**config.mk**
```make
export PLATFORM = sky130hd
export DESIGN_NAME = qch_responder
export DESIGN_NICKNAME = d
export VERILOG_FILES = /design/src/rtl/qch_pkg.sv /design/src/rtl/qch_idle_timer.sv /design/src/rtl/qch_fsm.sv /design/src/rtl/qch_proto_mon.sv /design/src/rtl/qch_responder.sv
export SDC_FILE = /design/constraint.sdc
export NUM_CORES = 1
export LEC_CHECK = 0
export CAP_MARGIN = 20
export CORE_AREA = 4 4 41 43
export CTS_CLUSTER_DIAMETER = 60
export CTS_CLUSTER_SIZE = 20
export DETAILED_ROUTE_END_ITERATION = 8
export DIE_AREA = 0 0 45 47
export GPL_TIMING_DRIVEN = 0
export PLACE_DENSITY = 0.63
export SLEW_MARGIN = 20
export SYNTH_ARGS = -nofsm -noshare
export SYNTH_HDL_FRONTEND = slang
export SYNTH_HIERARCHICAL = 1
export SYNTH_SLANG_ARGS = --single-unit
```
**constraint.sdc**
```tcl
create_clock -name clk -period 3.5 [get_ports clk]
set_input_delay 0.7 -clock clk [delete_from_list [all_inputs] [get_ports clk]]
set_output_delay 0.7 -clock clk [all_outputs]
set_load 0.005 [all_outputs]
```
**src/rtl/qch_pkg.sv**
```systemverilog
package qch_pkg;

    typedef enum logic [1:0] {
        QS_RUN  = 2'd0,
        QS_STOP = 2'd1,
        QS_EXIT = 2'd2,
        QS_DENY = 2'd3
    } qstate_e;

    typedef struct packed {
        logic accept_n;
        logic deny;
    } qresp_t;

    function automatic qresp_t resp_of(qstate_e s);
        qresp_t r;
        r.accept_n = !(s == QS_STOP || s == QS_EXIT);
        r.deny     = (s == QS_DENY);
        return r;
    endfunction

endpackage

```
**src/rtl/qch_idle_timer.sv**
```systemverilog
module qch_idle_timer #(
    parameter int DLY_W = 3
) (
    input  logic             clk,
    input  logic             rst,
    input  logic             idle_i,
    input  logic             tick_i,
    input  logic [DLY_W-1:0] dly_i,
    output logic             ready_o,
    output logic             qactive_o
);
    localparam logic [DLY_W-1:0] CNT_MAX = {DLY_W{1'b1}};

    logic [DLY_W-1:0] cnt_q;
    logic             qactive_q;

    assign ready_o = idle_i && (dly_i != '0) && (cnt_q >= dly_i);

    always_ff @(posedge clk) begin
        if (rst || !idle_i) begin
            cnt_q <= '0;
        end else if (tick_i && cnt_q != CNT_MAX) begin
            cnt_q <= cnt_q + 1'b1;
        end
    end

    always_ff @(posedge clk) begin
        if (rst) qactive_q <= 1'b1;
        else     qactive_q <= !ready_o;
    end

    assign qactive_o = qactive_q;

    // idle dropping clears the count and raises the hint
    a_r3_idle_drop_clears: assert property (@(posedge clk) disable iff (rst)
        !idle_i |=> (cnt_q == '0) && qactive_q);

    // the count never moves without a qualified tick
    a_r2_count_needs_tick: assert property (@(posedge clk) disable iff (rst)
        (idle_i && !tick_i) |=> $stable(cnt_q));

    // a zero delay never lets the hint fall
    a_r6_zero_keeps_active: assert property (@(posedge clk) disable iff (rst)
        (dly_i == '0) |=> qactive_q);

endmodule

```
**src/rtl/qch_fsm.sv**
```systemverilog
module qch_fsm
    import qch_pkg::*;
(
    input  logic   clk,
    input  logic   rst,
    input  logic   qreq_n_i,
    input  logic   ready_i,
    output qresp_t resp_o
);
    qstate_e st_q, st_d;

    always_comb begin
        st_d = st_q;
        unique case (st_q)
            QS_RUN:  if (!qreq_n_i) st_d = ready_i ? QS_STOP : QS_DENY;
            QS_STOP: if (qreq_n_i)  st_d = QS_EXIT;
            QS_EXIT: st_d = QS_RUN;
            QS_DENY: if (qreq_n_i)  st_d = QS_RUN;
            default: st_d = QS_RUN;
        endcase
    end

    always_ff @(posedge clk) begin
        if (rst) st_q <= QS_STOP;
        else     st_q <= st_d;
    end

    assign resp_o = resp_of(st_q);

    // grant is held while the request stays low
    a_r4_accept_holds: assert property (@(posedge clk) disable iff (rst)
        (st_q == QS_STOP && !qreq_n_i) |=> !resp_o.accept_n);

    // a request that is not ready is refused
    a_r5_busy_denied: assert property (@(posedge clk) disable iff (rst)
        (st_q == QS_RUN && !qreq_n_i && !ready_i) |=> resp_o.deny && resp_o.accept_n);

    // deny clears once the request is released
    a_r5_deny_release: assert property (@(posedge clk) disable iff (rst)
        (st_q == QS_DENY && qreq_n_i) |=> !resp_o.deny);

    // release from quiescence takes exactly one held cycle
    a_r8_exit_one_cycle: assert property (@(posedge clk) disable iff (rst)
        (st_q == QS_STOP && qreq_n_i) |=> !resp_o.accept_n ##1 resp_o.accept_n);

endmodule

```
**src/rtl/qch_proto_mon.sv**
```systemverilog
module qch_proto_mon (
    input  logic clk,
    input  logic rst,
    input  logic qreq_n_i,
    input  logic accept_n_i,
    input  logic deny_i,
    output logic err_o
);
    logic req_prev_q;
    logic err_q;
    logic early_fall;

    assign early_fall = req_prev_q && !qreq_n_i && (!accept_n_i || deny_i);

    always_ff @(posedge clk) begin
        if (rst) begin
            req_prev_q <= 1'b1;
            err_q      <= 1'b0;
        end else begin
            req_prev_q <= qreq_n_i;
            err_q      <= early_fall;
        end
    end

    assign err_o = err_q;

    // the flag is a single-cycle pulse
    a_r9_err_pulse: assert property (@(posedge clk) disable iff (rst)
        err_q && !early_fall |=> !err_q);

endmodule

```
**src/rtl/qch_responder.sv**
```systemverilog
module qch_responder
    import qch_pkg::*;
#(
    parameter int DLY_W = 3
) (
    input  logic             clk,
    input  logic             rst,
    input  logic             idle_i,
    input  logic             tick_i,
    input  logic [DLY_W-1:0] dly_i,
    input  logic             qreq_n_i,
    output logic             qactive_o,
    output logic             qaccept_n_o,
    output logic             qdeny_o,
    output logic             proto_err_o
);
    logic   ready;
    qresp_t resp;

    qch_idle_timer #(.DLY_W(DLY_W)) u_timer (
        .clk       (clk),
        .rst       (rst),
        .idle_i    (idle_i),
        .tick_i    (tick_i),
        .dly_i     (dly_i),
        .ready_o   (ready),
        .qactive_o (qactive_o)
    );

    qch_fsm u_fsm (
        .clk      (clk),
        .rst      (rst),
        .qreq_n_i (qreq_n_i),
        .ready_i  (ready),
        .resp_o   (resp)
    );

    qch_proto_mon u_mon (
        .clk        (clk),
        .rst        (rst),
        .qreq_n_i   (qreq_n_i),
        .accept_n_i (resp.accept_n),
        .deny_i     (resp.deny),
        .err_o      (proto_err_o)
    );

    assign qaccept_n_o = resp.accept_n;
    assign qdeny_o     = resp.deny;

    // a zero delay turns every request from the running state into a deny
    a_r6_zero_denies: assert property (@(posedge clk) disable iff (rst)
        (qaccept_n_o && !qdeny_o && !qreq_n_i && dly_i == '0) |=> qdeny_o);

    // work during quiescence raises the hint but keeps the grant
    a_r7_work_in_stop: assert property (@(posedge clk) disable iff (rst)
        (!qaccept_n_o && !qreq_n_i && !idle_i) |=> qactive_o && !qaccept_n_o);

endmodule

```
# Word level (Yosys, flattened, before mapping)
# Cells that the tools add are included.
# word_totals
register_bits	8
inputBits	8
elab_cells	34
out_inout_bits	4
# op_classes
magnitude_cmp	1
reduce_logical	15
eq_ne	7
n_addsub	1
muxes	5
# ops
op	n
2-bit two-way mux	4
2-bit case mux with 4 select lines	1
2-bit != test (second input constant)	3
1-bit logical AND	5
2-bit equality test (second input constant)	2
1-bit zero test	4
3-bit by 1-bit adder with 3-bit output (second input constant)	1
3-bit greater-or-equal comparator	1
1-bit logical OR	3
3-bit != test (second input constant)	1
3-bit AND reduction	1
3-bit nonzero test	1
2-bit by 1-bit equality test with 1-bit output (second input constant)	1
2-bit zero test	1

# Logic depth before layout (Yosys ltp)
# depth
ltp_word	6
depth_mapped	8
ltp_nobuf	8

# Hierarchy
# Netlist, hierarchy kept.
# modules_own_cells
mod	n_inst	cells_per_inst	area_per_inst_um2	seq_area_each_um2
qch_idle_timer	1	27	260.2	80.1
qch_fsm	1	18	150.1	40.0
qch_proto_mon	1	5	67.6	40.0

# Worst setup path after synthesis
# Ideal clock, no wire load.
# synth_path
path_type	input to register
startpoint	input port dly_i[0]
endpoint	register u_fsm.st_q[1]
setup_ps	125
setup_slack_ps	1698
path_stages	7
arrival_time_ps	1677
path_buffers	0
required_ps	3375
cell_sequence	ha_1 -> nand2b_1 -> nand3_2 -> a211oi_1 -> nand2b_1 -> a221oi_1 -> nor3_1
# synth_between
elab_chain_len	6
word_cells_on_any_way	7
cone_classes	order compare: 1; mux: 3; reduce/logical: 3
# synth_rtl
element	line_no	text
start: declaration	qch_responder.sv:10	input logic [DLY_W-1:0] dly_i,
branches (longest 2 deep; another with 3-bit greater-or-equal comparator)	--	
1-bit logical AND (*)	qch_idle_timer.sv:17	assign ready_o = idle_i && (dly_i != '0) && (cnt_q >= dly_i);
net ready	qch_responder.sv:17	logic ready;
2-bit two-way mux (*) (2 in a row)	qch_fsm.sv:15	QS_RUN: if (!qreq_n_i) st_d = ready_i ? QS_STOP : QS_DENY;
2-bit case mux with 4 select lines (*)	qch_fsm.sv:14	unique case (st_q)
end signal: assignment	qch_fsm.sv:25	else st_q <= st_d;
end: declaration	qch_fsm.sv:10	qstate_e st_q, st_d;
# Mark *: on every way through the listed nets, which the timed path passes. The select of a mux whose other input is x is not followed.
# A chain may end at the register's enable or synchronous reset.

# Worst setup path after layout
# layout_path
startpoint	register u_fsm.st_q[0]
endpoint	output port qaccept_n_o
# layout_between
elab_chain_len	3
word_cells_on_any_way	4
cone_classes	eq/ne: 2; reduce/logical: 2
# layout_rtl
element	line_no	text
2-bit by 1-bit equality test with 1-bit output / 2-bit equality test (equally long branches)	qch_pkg.sv:17	r.accept_n = !(s == QS_STOP || s == QS_EXIT);
1-bit logical OR (*)	qch_pkg.sv:17	
1-bit zero test (*)	qch_pkg.sv:17	
end: declaration	qch_responder.sv:13	output logic qaccept_n_o,
# Mark *: on every way between the ends. The rest lies on a longest branch, timed or not.

==> flow_metrics.py <==
metrics = {
    "status": {
        "outcome": "completed",
    },
    "clock_tree": {
        "tritoncts": "built",
        "ctsRootBufferMaster": "sky130_fd_sc_hd__clkbuf_4",
        "insertion_delay_ps": 250,
        "cts-root-to-sink-buffers": 2,
        "cts_hold_buffers": 0,
        "cts_buffers": 3,
        "cts_resized": 0,
        "cts.repair_timing.setup_buffer_count": 0,
        "path_clk_slew_ps": 50,
        "htreeDepth": 1,
        "cts_sinks": 8,
    },
    "routing": {
        "postRouteWirelength_um": 843,
        "dr.pass1.iters": 2,
        "drt_iter0_drc": 3,
        "route.detailed.drc": 0,
        "avgRoutedWirePerCell_um": 10.7,
        "vias": 371,
        "avgViaCountPerCell": 4.70,
        "number_of_antenna_violating_nets_in_the_routed_design": 0,
    },
    "final_layout": {
        "layoutNonFillerInstCount": 79,
        "antennaDiodeCount": 0,
        "fillerInstances": 137,
        "count_of_nets_after_finishing": 82,
        "post_route_cells_drive_above_1_share_pct": 10.9,
        "area_delta_synth_final_pct": 31.7,
    },
    "synth": {
        "cells_taking_the_most_area_after_synthesis": "sky130_fd_sc_hd__dfxtp_1 (34%), sky130_fd_sc_hd__ha_1 (21%), sky130_fd_sc_hd__inv_1 (6.3%)",
        "ys_seq_elements": 8,
        "post-synth-top-area-cell": "sky130_fd_sc_hd__dfxtp_1",
        "post_synth_and_or_nand_nor_area_fraction_pct": 23.3,
        "synthesis.instances": 50,
        "xor_xnor_cell_area_share_of_the_yosys_netlist_pct": 1.83,
        "synth_seq_area_share_pct": 33.5,
        "synth_warnings": 6,
        "synth_cell_types": 19,
        "syn-cell-area_um2": 478,
        "synth_compound_area_share_pct": 9.95,
        "combinational_family_with_the_most_area_after_synthesis": "simple AND/OR/NAND/NOR gates",
        "multiplexer_area_fraction_after_synthesis_pct": 4.19,
        "synth_edf_count": 0,
        "yosys_most_used_dff": "sky130_fd_sc_hd__dfxtp_1",
        "post_synth.cell_area_avg_um2": 9.56,
        "mapped_nets": 66,
        "synth.cells.most_frequent": "sky130_fd_sc_hd__dfxtp_1 (8), sky130_fd_sc_hd__ha_1 (8), sky130_fd_sc_hd__inv_1 (8)",
        "synth_adder_area_share_pct": 20.9,
        "post_synth_arst_share_pct": 0,
        "synthDominantCellAreaShare_pct": 33.5,
    },
    "worst_setup_path": {
        "crit_end": "qaccept_n_o",
        "timing.critical_path.from_type": "flop",
        "r2r-start": "u_timer/cnt_q[0]",
        "end_kind": "primary output",
        "required_ps": 2800,
        "path_max_fanout": 4,
        "criticalPathCategory": "flop to primary output",
        "rr_endpoint": "u_fsm/st_q[1]",
        "r2r_cells": 8,
        "critPathLaunch": "u_fsm/st_q[0]",
        "r2r_setup_slack_ps": 1890,
        "critical_path_arrival_ps": 1530,
    },
    "timing": {
        "headroom_to_the_max_slew_limit_pct": 82.9,
        "post-route-worst-setup-slack_ps": 1270,
        "slew_viol_final": 0,
        "finalCriticalPeriod_ps": 2230,
        "setup_viol": 0,
        "pin_slew_with_the_least_headroom_to_its_limit_ps": 254,
        "count_of_endpoints_failing_hold_in_the_final_timing_report": 0,
        "rsz0062_at_grt": "no",
        "setup_tns_ps": 0,
        "clock.fmax_ghz": 0.448,
        "fin_crit_sh_pct": 63.8,
        "clock-skew-final_ps": 2.99,
    },
    "global_route": {
        "first_global_vias": 376,
        "first_pass_grt_wire_length_um": 1380,
        "grt_use_total_pct": 9.26,
        "number_of_antenna_violations_at_the_first_check_in_global_routing": 0,
        "grt-ovfl-total": 0,
        "grt_start_max_net_pins": 7,
    },
    "die": {
        "design.die.area_um2": 2120,
        "floorplan.die.height_um": 47,
        "ioPinCount": 12,
        "die_width_um": 45,
        "floorplan.initialDensity_pct": 36.7,
        "placementRows": 13,
        "core-area_um2": 1300,
    },
    "power": {
        "cellPowerDensity_nw_per_um2": 446,
        "power.static_leakage_nw": 0.292,
        "vdd_drop_max_v": 0.000181,
    },
    "hold_path": {
        "holdCritStartpoint": "u_mon/req_prev_q",
        "hold_path.class": "flop to flop",
    },
    "place": {
        "dp_cells": 76,
        "place.gp.congestion": 0.626,
        "buffer_ports.inserted": 11,
        "pre_cts_ws_ps": 1090,
        "place.detailed.hpwl_um": 715,
    },
    "flow_run": {
        "max_cap_violations": 0,
    },
}
power breakdown:
part           internal, mW  switching, mW
combinational        0.0589         0.0447
sequential            0.101        0.00725
clock                0.0391         0.0292
total                 0.199         0.0812
state kept, by name, indices dropped and copies added (netlist names):
signal / count
u_timer/qactive_o: 1
u_fsm/st_q: 2
u_mon/err_o: 1
u_timer/cnt_q: 3
u_mon/req_prev_q: 1
cell families after synthesis:
logic type	after synthesis
fa+ha+maj	8
compound gates	6
simple gates	17
xor+xnor	1
mux	2
flops	8
buf+inv	8
area by class of cell:
type,instances,area (um2),area share (%)
clock buffers,3,22.5,3.58
inverters,8,30.0,4.77
well taps,15,18.8,2.98
multi-input cells,34,288,45.7
flip-flops and latches,8,160,25.4
repair buffers,11,110,17.5
cells in the final DEF, fill, tap and decap left out, types with 2 or more instances in the layout:
cell type                          n
sky130_fd_sc_hd__clkbuf_4          3
sky130_fd_sc_hd__clkdlybuf4s50_1  11
sky130_fd_sc_hd__dfxtp_1           8
sky130_fd_sc_hd__ha_1              8
sky130_fd_sc_hd__inv_1             8
sky130_fd_sc_hd__mux2i_1           2
sky130_fd_sc_hd__nand2b_1          3
sky130_fd_sc_hd__nor2_1            4
sky130_fd_sc_hd__nor2b_1           2
sky130_fd_sc_hd__nor3_1            4
worst max-delay path, stage by stage, from the launching register on:
cell and delay (ps):
sky130_fd_sc_hd__dfxtp_1 380, sky130_fd_sc_hd__inv_1 60, sky130_fd_sc_hd__ha_1 280, sky130_fd_sc_hd__inv_1 70, sky130_fd_sc_hd__clkdlybuf4s50_1 500
routing by layer:
metal	part of all wire [%]	wire (um)	global-route usage [%]	up-vias
li1	-	-	-	202
met1	46	389	8.90	160
met2	48	404	16.9	7
met3	5.1	43	2.30	2
met4	0.59	5	7.02	0
met5	0	0	0	-
stage by stage:
| stage | total power, mW | utilization [%] | instance area [um2] | hold WS, ps |
|---|---|---|---|---|
| floorplan | 0.171 | - | 478 | 441 |
| global placement | 0.212 | 46.6 | 607 | 461 |
| detailed placement | 0.214 | 46.6 | 607 | 458 |
| CTS | 0.285 | 48.4 | 629 | 467 |
| global route | 0.300 | 48.4 | 629 | 480 |
| finish | 0.281 | 48.4 | 629 | 462 |
worst min-delay path by stage:
| stage | depth (start not counted) | to |
|---|---|---|
| finish | 1 | u_mon/err_o |
| CTS | 1 | u_mon/err_o |
| detailed placement | 1 | u_mon/err_o |
| floorplan | 1 | u_mon/err_o |
| global route | 1 | u_mon/err_o |
| global placement | 1 | u_mon/err_o |
Power figures use the tool's default switching activity.
